## src/rtl/mpseq_pkg.sv

```systemverilog
package mpseq_pkg;

   typedef enum logic [2:0] {
      OP_ADD = 3'd0,
      OP_SUB = 3'd1,
      OP_SHL = 3'd2,
      OP_SHR = 3'd3,
      OP_ROL = 3'd4,
      OP_ROR = 3'd5
   } op_e;

   typedef enum logic [1:0] {
      ST_IDLE,
      ST_FETCH,
      ST_CALC,
      ST_STORE
   } st_e;

   function automatic logic op_legal(input logic [2:0] code);
      return code <= 3'd5;
   endfunction

   // true for the operations that start at the most significant byte
   function automatic logic op_msb_first(input op_e o);
      return (o == OP_SHR) || (o == OP_ROR);
   endfunction

endpackage

```

## src/rtl/mpseq_step_alu.sv

```systemverilog
module mpseq_step_alu
   import mpseq_pkg::*;
#(
   parameter int DATA_W = 8
) (
   input  op_e               op,
   input  logic              first,
   input  logic              cin,
   input  logic [DATA_W-1:0] dbyte,
   input  logic [DATA_W-1:0] sbyte,
   output logic [DATA_W-1:0] res,
   output logic              cout
);

   logic [DATA_W:0] wide;
   logic            link;

   always_comb begin
      // plain first step for add, sub and logical shifts
      link = first ? 1'b0 : cin;
      wide = '0;
      res  = dbyte;
      cout = cin;
      unique case (op)
         OP_ADD: begin
            wide = {1'b0, dbyte} + {1'b0, sbyte} + {{DATA_W{1'b0}}, link};
            res  = wide[DATA_W-1:0];
            cout = wide[DATA_W];
         end
         OP_SUB: begin
            // top bit of the widened difference is the borrow out
            wide = {1'b0, dbyte} - {1'b0, sbyte} - {{DATA_W{1'b0}}, link};
            res  = wide[DATA_W-1:0];
            cout = wide[DATA_W];
         end
         OP_SHL: begin
            res  = {dbyte[DATA_W-2:0], link};
            cout = dbyte[DATA_W-1];
         end
         OP_ROL: begin
            res  = {dbyte[DATA_W-2:0], cin};
            cout = dbyte[DATA_W-1];
         end
         OP_SHR: begin
            res  = {link, dbyte[DATA_W-1:1]};
            cout = dbyte[0];
         end
         OP_ROR: begin
            res  = {cin, dbyte[DATA_W-1:1]};
            cout = dbyte[0];
         end
         default: begin
            res  = dbyte;
            cout = cin;
         end
      endcase
   end

endmodule

```

## src/rtl/mpseq_addr_gen.sv

```systemverilog
module mpseq_addr_gen #(
   parameter int ADDR_W = 4,
   parameter int LEN_W  = 4
) (
   input  logic [ADDR_W-1:0] src_base,
   input  logic [ADDR_W-1:0] dst_base,
   input  logic [LEN_W-1:0]  len,
   input  logic [LEN_W-1:0]  idx,
   input  logic              msb_first,
   output logic [ADDR_W-1:0] src_addr,
   output logic [ADDR_W-1:0] dst_addr
);

   logic [LEN_W-1:0]  offset;
   logic [ADDR_W-1:0] off_a;

   // step k touches byte base+k going down in weight, or base+len-1-k going up
   assign offset = msb_first ? idx : (len - LEN_W'(1) - idx);

   generate
      if (LEN_W >= ADDR_W) begin : g_trunc
         assign off_a = offset[ADDR_W-1:0];
      end else begin : g_ext
         assign off_a = {{(ADDR_W-LEN_W){1'b0}}, offset};
      end
   endgenerate

   assign src_addr = src_base + off_a;
   assign dst_addr = dst_base + off_a;

endmodule

```

## src/rtl/mpseq_byte_ram.sv

```systemverilog
module mpseq_byte_ram #(
   parameter int DATA_W         = 8,
   parameter int ADDR_W         = 4,
   parameter bit CLEAR_ON_RESET = 1'b1
) (
   input  logic              clk,
   input  logic              rst_n,
   input  logic              we,
   input  logic [ADDR_W-1:0] waddr,
   input  logic [DATA_W-1:0] wdata,
   input  logic [ADDR_W-1:0] raddr_a,
   output logic [DATA_W-1:0] rdata_a,
   input  logic [ADDR_W-1:0] raddr_b,
   output logic [DATA_W-1:0] rdata_b,
   input  logic [ADDR_W-1:0] raddr_c,
   output logic [DATA_W-1:0] rdata_c
);

   localparam int DEPTH = 1 << ADDR_W;

   logic [DATA_W-1:0] mem [DEPTH];

   generate
      if (CLEAR_ON_RESET) begin : g_clear
         always_ff @(posedge clk) begin
            if (!rst_n) begin
               for (int i = 0; i < DEPTH; i++) mem[i] <= '0;
            end else if (we) begin
               mem[waddr] <= wdata;
            end
         end
      end else begin : g_keep
         always_ff @(posedge clk) begin
            if (we) mem[waddr] <= wdata;
         end
      end
   endgenerate

   assign rdata_a = mem[raddr_a];
   assign rdata_b = mem[raddr_b];
   assign rdata_c = mem[raddr_c];

endmodule

```

## src/rtl/mp_byte_seq.sv

```systemverilog
module mp_byte_seq
   import mpseq_pkg::*;
#(
   parameter int DATA_W  = 8,
   parameter int ADDR_W  = 4,
   parameter int MAX_LEN = 8,
   localparam int LEN_W  = $clog2(MAX_LEN + 1)
) (
   input  logic              clk,
   input  logic              rst_n,
   input  logic              cmd_valid,
   input  logic [2:0]        cmd_op,
   input  logic [ADDR_W-1:0] cmd_src,
   input  logic [ADDR_W-1:0] cmd_dst,
   input  logic [LEN_W-1:0]  cmd_len,
   output logic              busy,
   output logic              done,
   output logic              carry,
   input  logic              host_we,
   input  logic [ADDR_W-1:0] host_addr,
   input  logic [DATA_W-1:0] host_wdata,
   output logic [DATA_W-1:0] host_rdata
);

   localparam int DEPTH = 1 << ADDR_W;

   initial begin
      assert (DATA_W >= 2) else $error("DATA_W must be at least 2");
      assert (MAX_LEN >= 1) else $error("MAX_LEN must be at least 1");
      assert (MAX_LEN <= DEPTH) else $error("MAX_LEN exceeds memory depth");
   end

   st_e               state;
   op_e               op_q;
   logic [ADDR_W-1:0] src_q, dst_q;
   logic [LEN_W-1:0]  len_q, idx_q;
   logic [DATA_W-1:0] dbyte_q, res_q;
   logic              carry_q, done_q;

   logic              accept, legal, last_step, eng_we;
   logic [ADDR_W-1:0] src_addr, dst_addr, waddr;
   logic [DATA_W-1:0] rd_dst, rd_src, wdata, alu_res;
   logic              alu_cout;

   assign accept    = cmd_valid && (state == ST_IDLE);
   assign legal     = op_legal(cmd_op) && (cmd_len != '0)
                      && (cmd_len <= LEN_W'(MAX_LEN));
   assign last_step = (idx_q == len_q - LEN_W'(1));
   assign eng_we    = (state == ST_STORE);

   mpseq_addr_gen #(.ADDR_W(ADDR_W), .LEN_W(LEN_W)) u_addr (
      .src_base (src_q),
      .dst_base (dst_q),
      .len      (len_q),
      .idx      (idx_q),
      .msb_first(op_msb_first(op_q)),
      .src_addr (src_addr),
      .dst_addr (dst_addr)
   );

   // host writes land only while idle
   assign waddr = eng_we ? dst_addr : host_addr;
   assign wdata = eng_we ? res_q : host_wdata;

   mpseq_byte_ram #(.DATA_W(DATA_W), .ADDR_W(ADDR_W), .CLEAR_ON_RESET(1'b1)) u_ram (
      .clk    (clk),
      .rst_n  (rst_n),
      .we     (eng_we || (host_we && state == ST_IDLE)),
      .waddr  (waddr),
      .wdata  (wdata),
      .raddr_a(dst_addr),
      .rdata_a(rd_dst),
      .raddr_b(src_addr),
      .rdata_b(rd_src),
      .raddr_c(host_addr),
      .rdata_c(host_rdata)
   );

   mpseq_step_alu #(.DATA_W(DATA_W)) u_alu (
      .op   (op_q),
      .first(idx_q == '0),
      .cin  (carry_q),
      .dbyte(dbyte_q),
      .sbyte(rd_src),
      .res  (alu_res),
      .cout (alu_cout)
   );

   always_ff @(posedge clk) begin
      if (!rst_n) begin
         state   <= ST_IDLE;
         op_q    <= OP_ADD;
         src_q   <= '0;
         dst_q   <= '0;
         len_q   <= LEN_W'(1);
         idx_q   <= '0;
         dbyte_q <= '0;
         res_q   <= '0;
         carry_q <= 1'b0;
         done_q  <= 1'b0;
      end else begin
         done_q <= 1'b0;
         unique case (state)
            ST_IDLE: begin
               if (accept) begin
                  if (legal) begin
                     op_q  <= op_e'(cmd_op);
                     src_q <= cmd_src;
                     dst_q <= cmd_dst;
                     len_q <= cmd_len;
                     idx_q <= '0;
                     state <= ST_FETCH;
                  end else begin
                     done_q <= 1'b1;
                  end
               end
            end
            ST_FETCH: begin
               dbyte_q <= rd_dst;
               state   <= ST_CALC;
            end
            ST_CALC: begin
               res_q   <= alu_res;
               carry_q <= alu_cout;
               state   <= ST_STORE;
            end
            ST_STORE: begin
               if (last_step) begin
                  state  <= ST_IDLE;
                  done_q <= 1'b1;
               end else begin
                  idx_q <= idx_q + LEN_W'(1);
                  state <= ST_FETCH;
               end
            end
            default: state <= ST_IDLE;
         endcase
      end
   end

   assign busy  = (state != ST_IDLE);
   assign done  = done_q;
   assign carry = carry_q;

   // flag moves only on the edge that closes a compute step
   p_carry_hold_r8: assert property (@(posedge clk) disable iff (!rst_n)
      (state != ST_CALC) |=> $stable(carry_q));

   // a command during a sequence leaves the latched operation alone
   p_ignore_busy_r9: assert property (@(posedge clk) disable iff (!rst_n)
      (busy && cmd_valid) |=> ($stable(op_q) && $stable(len_q)
                               && $stable(src_q) && $stable(dst_q)));

   // final write is followed by a done with busy dropped
   p_done_after_last_r7: assert property (@(posedge clk) disable iff (!rst_n)
      (state == ST_STORE && last_step) |=> (done && !busy));

   // step index never leaves the operand span
   p_idx_in_span_r7: assert property (@(posedge clk) disable iff (!rst_n)
      busy |-> (idx_q < len_q));

   // a rejected command never starts a sequence
   p_reject_no_start_r6: assert property (@(posedge clk) disable iff (!rst_n)
      (accept && !legal) |=> (!busy && done));

   // done is never raised while a sequence runs
   p_done_idle_r7: assert property (@(posedge clk) disable iff (!rst_n)
      done |-> !busy);

endmodule

```

## config.mk

```make
export PLATFORM = sky130hd
export DESIGN_NAME = mp_byte_seq
export DESIGN_NICKNAME = d
export VERILOG_FILES = /design/src/rtl/mpseq_pkg.sv /design/src/rtl/mpseq_step_alu.sv /design/src/rtl/mpseq_addr_gen.sv /design/src/rtl/mpseq_byte_ram.sv /design/src/rtl/mp_byte_seq.sv
export SDC_FILE = /design/constraint.sdc
export NUM_CORES = 1
export LEC_CHECK = 0
export ABC_AREA = 0
export BUFFER_PORTS_ARGS = -buffer_cell sky130_fd_sc_hd__clkbuf_2
export CELL_PAD_IN_SITES_DETAIL_PLACEMENT = 0
export CELL_PAD_IN_SITES_GLOBAL_PLACEMENT = 1
export CORE_AREA = 2 2 156 158
export DETAILED_ROUTE_END_ITERATION = 6
export DIE_AREA = 0 0 158 160
export PLACE_DENSITY_LB_ADDON = 0.1
export REMOVE_ABC_BUFFERS = 1
export SYNTH_ARGS = -nofsm -noshare
export SYNTH_HDL_FRONTEND = slang
export SYNTH_HIERARCHICAL = 1
export SYNTH_SLANG_ARGS = --single-unit
```

## constraint.sdc

```tcl
create_clock -name clk -period 10 [get_ports clk]
set_input_delay 0 -clock clk [delete_from_list [all_inputs] [get_ports clk]]
set_output_delay 0 -clock clk [all_outputs]
set_load 0.02 [all_outputs]
```

### Word-level counts from Yosys, hierarchy flattened

Memory sizes are Yosys's and may differ from the RTL's. A register that Yosys moved wholly into a read port is not among the register bits.
Index checks and enable logic that the tools add are counted.

| storage, ports and cells | value |
|---|---|
| flip-flop bits (word level) | 31 |
| latch bits | 0 |
| bits in writable memories | 128 |
| memory bits (read-only) | 0 |
| input bits | 31 |
| output and inout port bits | 11 |
| logic and storage cells | 79 |
| memories kept | 1 |

| operators by class | value |
|---|---|
| add/subtract/negate cells | 9 |
| multipliers | 0 |
| divide/modulo/power cells | 0 |
| $lt $le $gt $ge | 2 |
| eq/ne operators | 12 |
| shift operators | 0 |
| mux-type cells | 25 |
| bitwise operators | 0 |
| reductions and logical operators | 21 |

Memory list:

| memory | words | width | rd ports | clocked after memory_dff | wr ports | RTL line | text |
|---|---|---|---|---|---|---|---|
| u_ram.mem | 16 | 8 | 3 | 1 | 16 | mpseq_byte_ram.sv:21 | `logic [DATA_W-1:0] mem [DEPTH];` |

Operator list:

| operator | number |
|---|---|
| 8-bit one-hot mux with 6 select lines | 1 |
| 4-bit 2-to-1 mux | 6 |
| 8-bit 2-to-1 mux | 2 |
| 1-bit 2-to-1 mux | 10 |
| 8-bit by 8-bit adder with 9-bit output | 1 |
| 9-bit by 1-bit adder with 9-bit output | 1 |
| 8-bit by 8-bit subtractor with 9-bit output | 1 |
| 9-bit by 1-bit subtractor with 9-bit output | 1 |
| 4-bit adder | 2 |
| 2-bit one-hot mux with 4 select lines | 1 |
| 4-bit one-hot mux with 2 select lines | 1 |
| 4-bit nonzero test | 2 |
| 8-bit OR reduction | 1 |
| 3-bit by 2-bit == test with 1-bit output (second input constant) | 2 |
| 3-bit == test (second input constant) | 2 |
| 2-bit != test (second input constant) | 3 |
| 4-bit by 1-bit adder with 4-bit output (second input constant) | 1 |
| 2-bit == test (second input constant) | 2 |
| 4-bit == test | 1 |
| 4-bit less-or-equal comparator (second input constant) | 1 |
| 1-bit logical AND | 4 |
| 4-bit zero test | 1 |
| 2-bit 2-to-1 mux | 2 |
| 1-bit one-hot mux with 4 select lines | 1 |
| other kinds (15) | 19 |

### Logic depth before layout (Yosys ltp)

Gate-level depths: netlist of the first run.

| depth | value |
|---|---|
| depth after elaboration | 8 |
| gate-level depth with buffers | 24 |

### Cells and area by module

Netlist of the first run, hierarchy kept.

Modules (own cells, without submodules):

| module | times used | cells each | area an instance (um^2) |
|---|---|---|---|
| mpseq_byte_ram | 1 | 515 | 7,957.6 |
| mp_byte_seq | 1 | 190 | 1,934.4 |
| mpseq_step_alu | 1 | 180 | 1,278.7 |
| mpseq_addr_gen | 1 | 44 | 402.9 |

### Worst setup path before layout of the first run

OpenSTA, ideal clock, no wires.

| timing | value |
|---|---|
| path kind | register -> register |
| from | reg idx_q[0] |
| to | reg res_q[5] |
| arrival | 5.015 ns |
| setup slack | 4.868 ns |
| stages on the path, launching flop included | 25 |
| period minus slack after synthesis | 5.132 ns |
| cell sequence | dfxtp_1 > inv_1 > ha_1 > inv_1 > fa_1 > mux2i_1 > ha_1 > a21o_1 > a21oi_1 > xnor3_1 > xnor2_1 > and2b_1 > clkdlybuf4s25_2 > a22oi_1 > nand2_1 > fa_1 > inv_1 > ha_1 > o211a_1 > a211o_1 > a211o_1 > a31oi_1 > a21oi_1 > mux2i_1 > nor2b_1 |

| on the way | value |
|---|---|
| word-level cells in the longest chain between the ends | 7 |

Ends and longest elaborated chain:

| what | RTL line | text |
|---|---|---|
| from (decl) | mp_byte_seq.sv:36 | `logic [LEN_W-1:0] len_q, idx_q;` |
| from (signal assigned) | mp_byte_seq.sv:132 | `idx_q <= idx_q + LEN_W'(1);` |
| 4-bit subtractor | mpseq_addr_gen.sv:18 | `assign offset = msb_first ? idx : (len - LEN_W'(1) - idx);` |
| 4-bit 2-to-1 mux * | mpseq_addr_gen.sv:18 |  |
| 4-bit adder * | mpseq_addr_gen.sv:28 | `assign src_addr = src_base + off_a;` |
| named net src_addr[3] | mp_byte_seq.sv:41 | `logic [ADDR_W-1:0] src_addr, dst_addr, waddr;` |
| memory read 16 x 8 bit * | n/a |  |
| named net rd_src[0] | mp_byte_seq.sv:42 | `logic [DATA_W-1:0] rd_dst, rd_src, wdata, alu_res;` |
| 8-bit by 8-bit subtractor with 9-bit output / 8-bit by 8-bit adder with 9-bit output (equally long branches) | mpseq_step_alu.sv:32, mpseq_step_alu.sv:26 |  |
| 9-bit by 1-bit subtractor with 9-bit output / 9-bit by 1-bit adder with 9-bit output (equally long branches) | mpseq_step_alu.sv:32, mpseq_step_alu.sv:26 |  |
| 8-bit one-hot mux with 6 select lines * | mpseq_step_alu.sv:24 | `unique case (op)` |
| named net alu_res[5] | mp_byte_seq.sv:42 |  |
| to (signal assigned) | mp_byte_seq.sv:123 | `res_q <= alu_res;` |
| to (decl) | mp_byte_seq.sv:37 | `logic [DATA_W-1:0] dbyte_q, res_q;` |

Mark *: on every way through the listed nets, which the timed path passes. The rest lies on a longest branch.
A chain may end at the register's enable or synchronous reset.

### Worst setup path in the final report of the first run

| timing | value |
|---|---|
| from | reg op_q[0] |
| to | reg carry_q, in the netlist carry |

| on the way | value |
|---|---|
| word-level cells in the longest chain between the ends | 8 |

Ends and longest elaborated chain:

| what | RTL line | text |
|---|---|---|
| from (decl) | mp_byte_seq.sv:34 | `op_e op_q;` |
| from (signal assigned) | mp_byte_seq.sv:107 | `op_q <= op_e'(cmd_op);` |
| 3-bit by 2-bit == test with 1-bit output / 3-bit == test (equally long branches) | mpseq_pkg.sv:25 | `return (o == OP_SHR) \|\| (o == OP_ROR);` |
| 1-bit logical OR * | mpseq_pkg.sv:25 |  |
| 4-bit 2-to-1 mux * | mpseq_addr_gen.sv:18 |  |
| 4-bit adder * | mpseq_addr_gen.sv:28 |  |
| named net src_addr[1] | mp_byte_seq.sv:41 |  |
| memory read 16 x 8 bit * | n/a |  |
| named net rd_src[4] | mp_byte_seq.sv:42 |  |
| 8-bit by 8-bit subtractor with 9-bit output / 8-bit by 8-bit adder with 9-bit output (equally long branches) | mpseq_step_alu.sv:32, mpseq_step_alu.sv:26 |  |
| 9-bit by 1-bit subtractor with 9-bit output / 9-bit by 1-bit adder with 9-bit output (equally long branches) | mpseq_step_alu.sv:32, mpseq_step_alu.sv:26 |  |
| 1-bit one-hot mux with 4 select lines * | mpseq_step_alu.sv:24 |  |
| named net alu_cout | mp_byte_seq.sv:43 | `logic alu_cout;` |
| to (signal assigned) | mp_byte_seq.sv:124 | `carry_q <= alu_cout;` |
| to (decl) | mp_byte_seq.sv:38 | `logic carry_q, done_q;` |

Marked as above.

==> qor.txt, run 1 <==
outcome: finished with violations
failing checks: design-rule violations
main combinational cell family by area after synthesis: multiplexers
drt pass-1 iters: 7
Site Rows: 57
detailed placement HPWL: 22,800 um
Compound-Gate Fraction of Synth Area: 8.74%
LEAKAGE: 4.92 nW
synth unique cells: 65
Worst-Skew Late Latency: 0.43 ns
Initial Util: 48.6%
Final period util: 59.5%
leading area contributor after synthesis: edfxtp_1
DRC violations left: 1
Post-DRT Antenna Nets: 0
most common cell after layout, fill and taps aside: and2_1
Die X-Extent: 158 um
multi-input logic area: 6410 sq um
Top-Level Pins: 42
top post-synthesis cells by area: edfxtp_1 33%, mux4_2 11%, mux4_1 8.6%, and2_1 7.2%, dfxtp_1 6.7%
PwrDens: 222 nW/um^2
Synth Area in Simple Gates: 14.5%
buffers added on ports: 41
fraction of registers with async set/reset: 0%
mapped cell area: 11,600 sq um
H-tree depth: 4
initial antenna violation count: 0
Adder-Cell Fraction of Synth Area: 5.58%
post-synthesis register bit count: 167
fin nets: 1,040
ys flop type: edfxtp_1
Mapped Cells: 929
Max-slew headroom: 16.2%
Placer Congestion: 0.929
setup TNS: 0 ns
most frequent cells in the layout: 133 x and2_1, 128 x edfxtp_1, 56 x mux4_2
clock root buffer: clkbuf_16
Fin. Hold Viols: 0
Ys Warns: 6
synth-to-layout area growth: 9.33%
mux contribution to synthesized area: 24.7%
via count: 8,026
Crit path arrival time: 6.32 ns
actual slew at the worst max-slew pin: 1.24 ns
Die Y: 160 um
Mean Syn Cell Area: 12.5 sq um
Clock Skews: 0.0110 ns
HP Class: primary input to flip-flop
xor/xnor share of the synthesized area: 1.81%
final-report max-slew violation count: 0
Critical Path Sink Type: flip-flop
Worst VDD drop: 0.110 mV
RSZ-0062 raised after global routing: false
share of layout cells above drive strength 1: 17.5%
WL per Instance: 24.6 um
max_cap viols: 0
clk slew on worst S/H paths: 0.07 ns
fill cell count: 2,067
CTS Sinks: 167
EDFF count, synth: 128
DP Area: 11,900 sq um
Final setup viols: 0
sequential cell area fraction in the yosys report: 40.0%
grt ovf: 0
WP data required: 10.36 ns
post-synth top area share: 33.2%
first-pass GRT wire length: 48,500 um
vias per inst: 6.17
largest net degree at the start of global routing: 61
total CTS buffers: 17
die area: 25,300 sq um
FMAX: 168 MHz
CTS tree: built
Antenna diodes: 0
clock buffer depth: 2
CP Launch Type: flip-flop
minimum clock period: 5.95 ns
Setup CP Type: flip-flop to flip-flop
register area: 4620 sq um
Design Area, Final: 12,700 sq um
Core ar.: 23,800 sq um
Overall Global Routing Usage: 25.9%
worst-path fanout max: 32
DR iter-0 viols: 716
post-detailed-routing wire length: 32,000 um
vias in the first global route: 7,999
final timing paths:
path	slack, ns	cells after the start	start	end
worst min-delay path	0.04	4	cmd_valid	state[1]
worst max register to register	4.05	20	op_q[0]	carry
worst max-delay path	4.05	20	op_q[0]	carry
worst min register to register	0.51	2	len_q[3]	len_q[3]
cell type report:
cell class / instances / area share (%)
well taps: 324 / 3.20
repair buffers: 72 / 3.76
multi-input cells: 658 / 50.7
clock inverters: 14 / 1.03
inverters: 48 / 1.42
clock buffers: 17 / 3.36
flip-flops and latches: 167 / 36.5
worst max-delay path: stages, from the launching register on:
cell     delay, ns
dfxtp_1       0.93
and2_1        0.35
mux2_2        0.39
ha_2          0.18
inv_1         0.07
fa_1          0.42
inv_1         0.08
buf_4         0.43
mux4_2        0.38
a22oi_1       0.31
nand2_1       0.15
ha_1          0.44
inv_1         0.08
ha_1          0.33
or2_2         0.32
a21oi_1       0.31
o31ai_1       0.16
xor2_1        0.16
o22ai_1       0.17
mux2i_1       0.10
nor2b_1       0.12
cells in the mapped netlist, types with 7 or more instances:
cell,number
mux4_1,38
clkbuf_1,20
nor2b_1,36
buf_6,11
edfxtp_1,128
dfxtp_1,39
fa_1,7
mux4_2,56
nor3_1,8
and2_1,133
buf_2,7
inv_1,48
nand2b_1,10
xnor2_1,11
a22oi_1,48
mux2i_1,38
nor2_1,30
a21oi_1,19
nand2_1,54
mux2_2,15
o21ai_0,24
ha_1,38
routing by layer:
layer	routed length, um	vias to the layer above	GRT usage [%]	part of all wire (%)
met1	13700	4012	37.0	43
met5	0	-	0	0
met2	15200	361	41.1	47
li1	-	3599	-	-
met3	2310	54	4.37	7.2
met4	854	0	7.70	2.7
per-stage QoR:
| stage | util [%] | setup WS [ns] | std cells | hold slack (ns) | power, mW |
|---|---|---|---|---|---|
| global route | 53.1 | 3.73 | 1300 | 0.0600 | 2.97 |
| finish | 53.1 | 4.05 | 1300 | 0.0369 | 2.81 |
| detailed placement | 50.2 | 4.16 | 1254 | 0.271 | 2.16 |
| floorplan | - | 4.43 | 873 | 0.0889 | 1.80 |
| global placement | 50.2 | 4.33 | 1254 | 0.257 | 2.14 |
| CTS | 53.1 | 4.13 | 1300 | 0.0144 | 2.80 |
where the power goes:
part           leakage (nW)  switching [mW]  internal (mW)  total [mW]
logic                  3.01           0.755          0.556        1.31
registers              1.64          0.0629          0.801       0.864
clock network         0.266           0.307          0.328       0.635
total                  4.92            1.12           1.68        2.81
repair_timing:
action | 4_1_cts | 5_1_grt
setup buffers | 0 | 0
gates resized for setup | 0 | 0
hold endpoints to repair | 15 | 0
hold buffers | 15 | 0
sequential cells by signal (all words and copies together) (netlist names), 2 cells and up:
signal	cells
src_q	4
len_q	4
idx_q	4
op_q	3
dbyte_q	8
dst_q	4
u_ram/mem	128
res_q	8
state	2
kinds of logic (layout without fill, tap and decap cells):
| family | Yosys count | count (layout) |
|---|---|---|
| simple gates | 300 | 300 |
| flops | 167 | 167 |
| mux | 149 | 149 |
| compound gates | 142 | 142 |
| buf+inv | 104 | 151 |
| fa+ha+maj | 48 | 48 |
| xor+xnor | 19 | 19 |
No activity file was read; power rests on OpenSTA's default activity.
==> run 2, diff against run 1 <==
- clock period: 10 -> 6.1 ns (I/O delays scaled with it)
==> qor.txt, run 2 (synthesis results as in run 1) <==
outcome: finished, final reports clean (was finished with violations)
setup TNS: 0 ns (unchanged)
switching part of the total: 39.7% (was 40.0%)
Final period util: 93.9% (was 59.5%)
drt pass-1 iters: 5 (was 7)
Initial Util: 48.6% (unchanged)
hold_sp: cmd_valid (unchanged)
WP data required: 6.47 ns (was 10.36 ns)
largest net degree at the start of global routing: 61 (unchanged)
clock buffer depth: 2 (unchanged)
clock share of power: 23.8% (was 22.6%)
vias per inst: 6.24 (was 6.17)
register area: 4620 sq um (unchanged)
Setup CP Type: flip-flop to flip-flop (unchanged)
fill cell count: 2,087 (was 2,067)
worst-path fanout max: 13 (was 32)
most common cell after layout, fill and taps aside: and2_1 (unchanged)
Worst VDD drop: 0.215 mV (was 0.110 mV)
Fin. Hold Viols: 0 (unchanged)
detailed placement HPWL: 23,400 um (was 22,800 um)
FMAX: 175 MHz (was 168 MHz)
Clock Skews: 0.0103 ns (was 0.0110 ns)
LEAKAGE: 4.98 nW (was 4.92 nW)
DRC violations left: 0 (was 1)
worst r2r src: idx_q[0] (was op_q[0])
vias in the first global route: 8,089 (was 7,999)
die area: 25,300 sq um (unchanged)
top flop regs: u_ram/mem: 128 flops, dbyte_q: 8 flops, res_q: 8 flops (unchanged)
DR iter-0 viols: 757 (was 716)
DR top layer: met4 (unchanged)
Post-DRT Antenna Nets: 0 (unchanged)
Crit path arrival time: 6.10 ns (was 6.32 ns)
max_cap viols: 0 (unchanged)
Critical Path Sink Type: flip-flop (unchanged)
multi-input logic area: 6410 sq um (unchanged)
total CTS buffers: 17 (unchanged)
clk slew on worst S/H paths: 0.07 ns (about the same)
synth-to-layout area growth: 10.2% (was 9.33%)
Overall Global Routing Usage: 26.7% (was 25.9%)
H-tree depth: 4 (unchanged)
PwrDens: 369 nW/um^2 (was 222 nW/um^2)
Largest register FFs: 128 (unchanged)
buffers added on ports: 41 (unchanged)
P_int: 2.84 mW (was 1.68 mW)
Antenna diodes: 0 (unchanged)
Placer Congestion: 1.00 (was 0.929)
Sequential Power Share: 29.9% (was 30.7%)
crit path launch: idx_q[0] (was op_q[0])
Placed Cells: 1,259 (was 1,254)
WL per Instance: 25.1 um (was 24.6 um)
first-pass GRT wire length: 49,600 um (was 48,500 um)
WL met2: 15,600 um (was 15,200 um)
fin nets: 1,045 (was 1,040)
Final setup viols: 0 (unchanged)
initial antenna violation count: 0 (unchanged)
Worst-Skew Late Latency: 0.43 ns (about the same)
Max-slew headroom: 10.6% (was 16.2%)
CTS Sinks: 167 (unchanged)
DP Area: 12,000 sq um (was 11,900 sq um)
CP Launch Type: flip-flop (unchanged)
clock root buffer: clkbuf_16 (unchanged)
minimum clock period: 5.73 ns (was 5.95 ns)
Top-Level Pins: 42 (unchanged)
Die Y: 160 um (unchanged)
Site Rows: 57 (unchanged)
post-detailed-routing wire length: 32,800 um (was 32,000 um)
share of layout cells above drive strength 1: 18.0% (was 17.5%)
met3 WL: 2720 um (was 2310 um)
grt ovf: 0 (unchanged)
CTS tree: built (unchanged)
P_sw: 1.87 mW (was 1.12 mW)
register with the most flip-flops: u_ram/mem (unchanged)
actual slew at the worst max-slew pin: 1.33 ns (was 1.24 ns)
DRT met1 WL: 13,400 um (was 13,700 um)
Design Area, Final: 12,800 sq um (was 12,700 sq um)
via count: 8,152 (was 8,026)
HP Class: primary input to flip-flop (unchanged)
Logic pwr share: 46.3% (was 46.7%)
most frequent cells in the layout: 133 x and2_1, 128 x edfxtp_1, 56 x mux4_2 (unchanged)
non-filler cells, final: 1,306 (was 1,300)
Die X-Extent: 158 um (unchanged)
CTS resizes: 0 (unchanged)
RSZ-0062 raised after global routing: false (unchanged)
final-report max-slew violation count: 0 (unchanged)
Core ar.: 23,800 sq um (unchanged)
## run 2: metrics by stage
stage | setup slack [ns] | total power [mW] | utilization (%) | hold slack (ns)
finish | 0.371 | 4.70 | 53.5 | 0.0254
global route | 0.120 | 4.96 | 53.5 | 0.0484
CTS | 0.457 | 4.69 | 53.5 | 0.00460
global placement | 0.555 | 3.53 | 50.4 | 0.255
detailed placement | 0.501 | 3.56 | 50.4 | 0.262
floorplan | 0.531 | 2.96 | - | 0.0889
## run 2: final cells by class
| type | count | share of cell area (%) |
|---|---|---|
| multi-input combinational | 658 | 50.3 |
| tap | 324 | 3.18 |
| inverter | 48 | 1.41 |
| timing repair buffer | 77 | 4.12 |
| clock inverter | 15 | 1.39 |
| sequential | 167 | 36.3 |
| clock buffer | 17 | 3.34 |
## run 2: path summary, 6_finish.rpt
| path | end | slack, ns | depth (start not counted) |
|---|---|---|---|
| worst max-delay path | res_q[7] | 0.37 | 21 |
| worst min register to register | res_q[1] | 0.52 | 2 |
| worst max register to register | res_q[7] | 0.37 | 21 |
| worst min-delay path | done | 0.03 | 4 |
## run 2: critical path, stage by stage (launching register included)
cell     delay (ns)
dfxtp_1        0.44
inv_1          0.08
ha_1           0.21
inv_1          0.07
fa_1           0.41
mux2i_1        0.26
inv_1          0.14
fa_1           0.48
inv_1          0.47
mux4_2         0.41
a22oi_1        0.36
nand2_1        0.18
ha_1           0.46
inv_1          0.07
ha_1           0.32
or2_2          0.32
a21oi_1        0.30
o31ai_1        0.15
mux2i_1        0.14
a31oi_1        0.18
mux2i_1        0.09
nor2b_1        0.12
## run 2: repair_timing
action,CTS,global route
endpoints found under the setup margin,0,0
hold endpoints to repair,15,0
buffers inserted,0,0
hold buffers,15,0
## run 2: power by group through the flow
stage	Clock (mW)	Combinational [mW]	Sequential (mW)
after floorplan	0	1.56	1.40
after global placement	0	2.10	1.42
after detailed placement	0	2.14	1.43
after CTS	1.14	2.15	1.40
after global routing	1.18	2.36	1.42
final	1.12	2.18	1.41
## run 2: layer usage
| metal | global-route usage, % | up-vias |
|---|---|---|
| met5 | 0 | - |
| met4 | 9.21 | 0 |
| met3 | 4.29 | 69 |
| met2 | 42.7 | 445 |
| met1 | 37.1 | 4023 |
| li1 | - | 3615 |
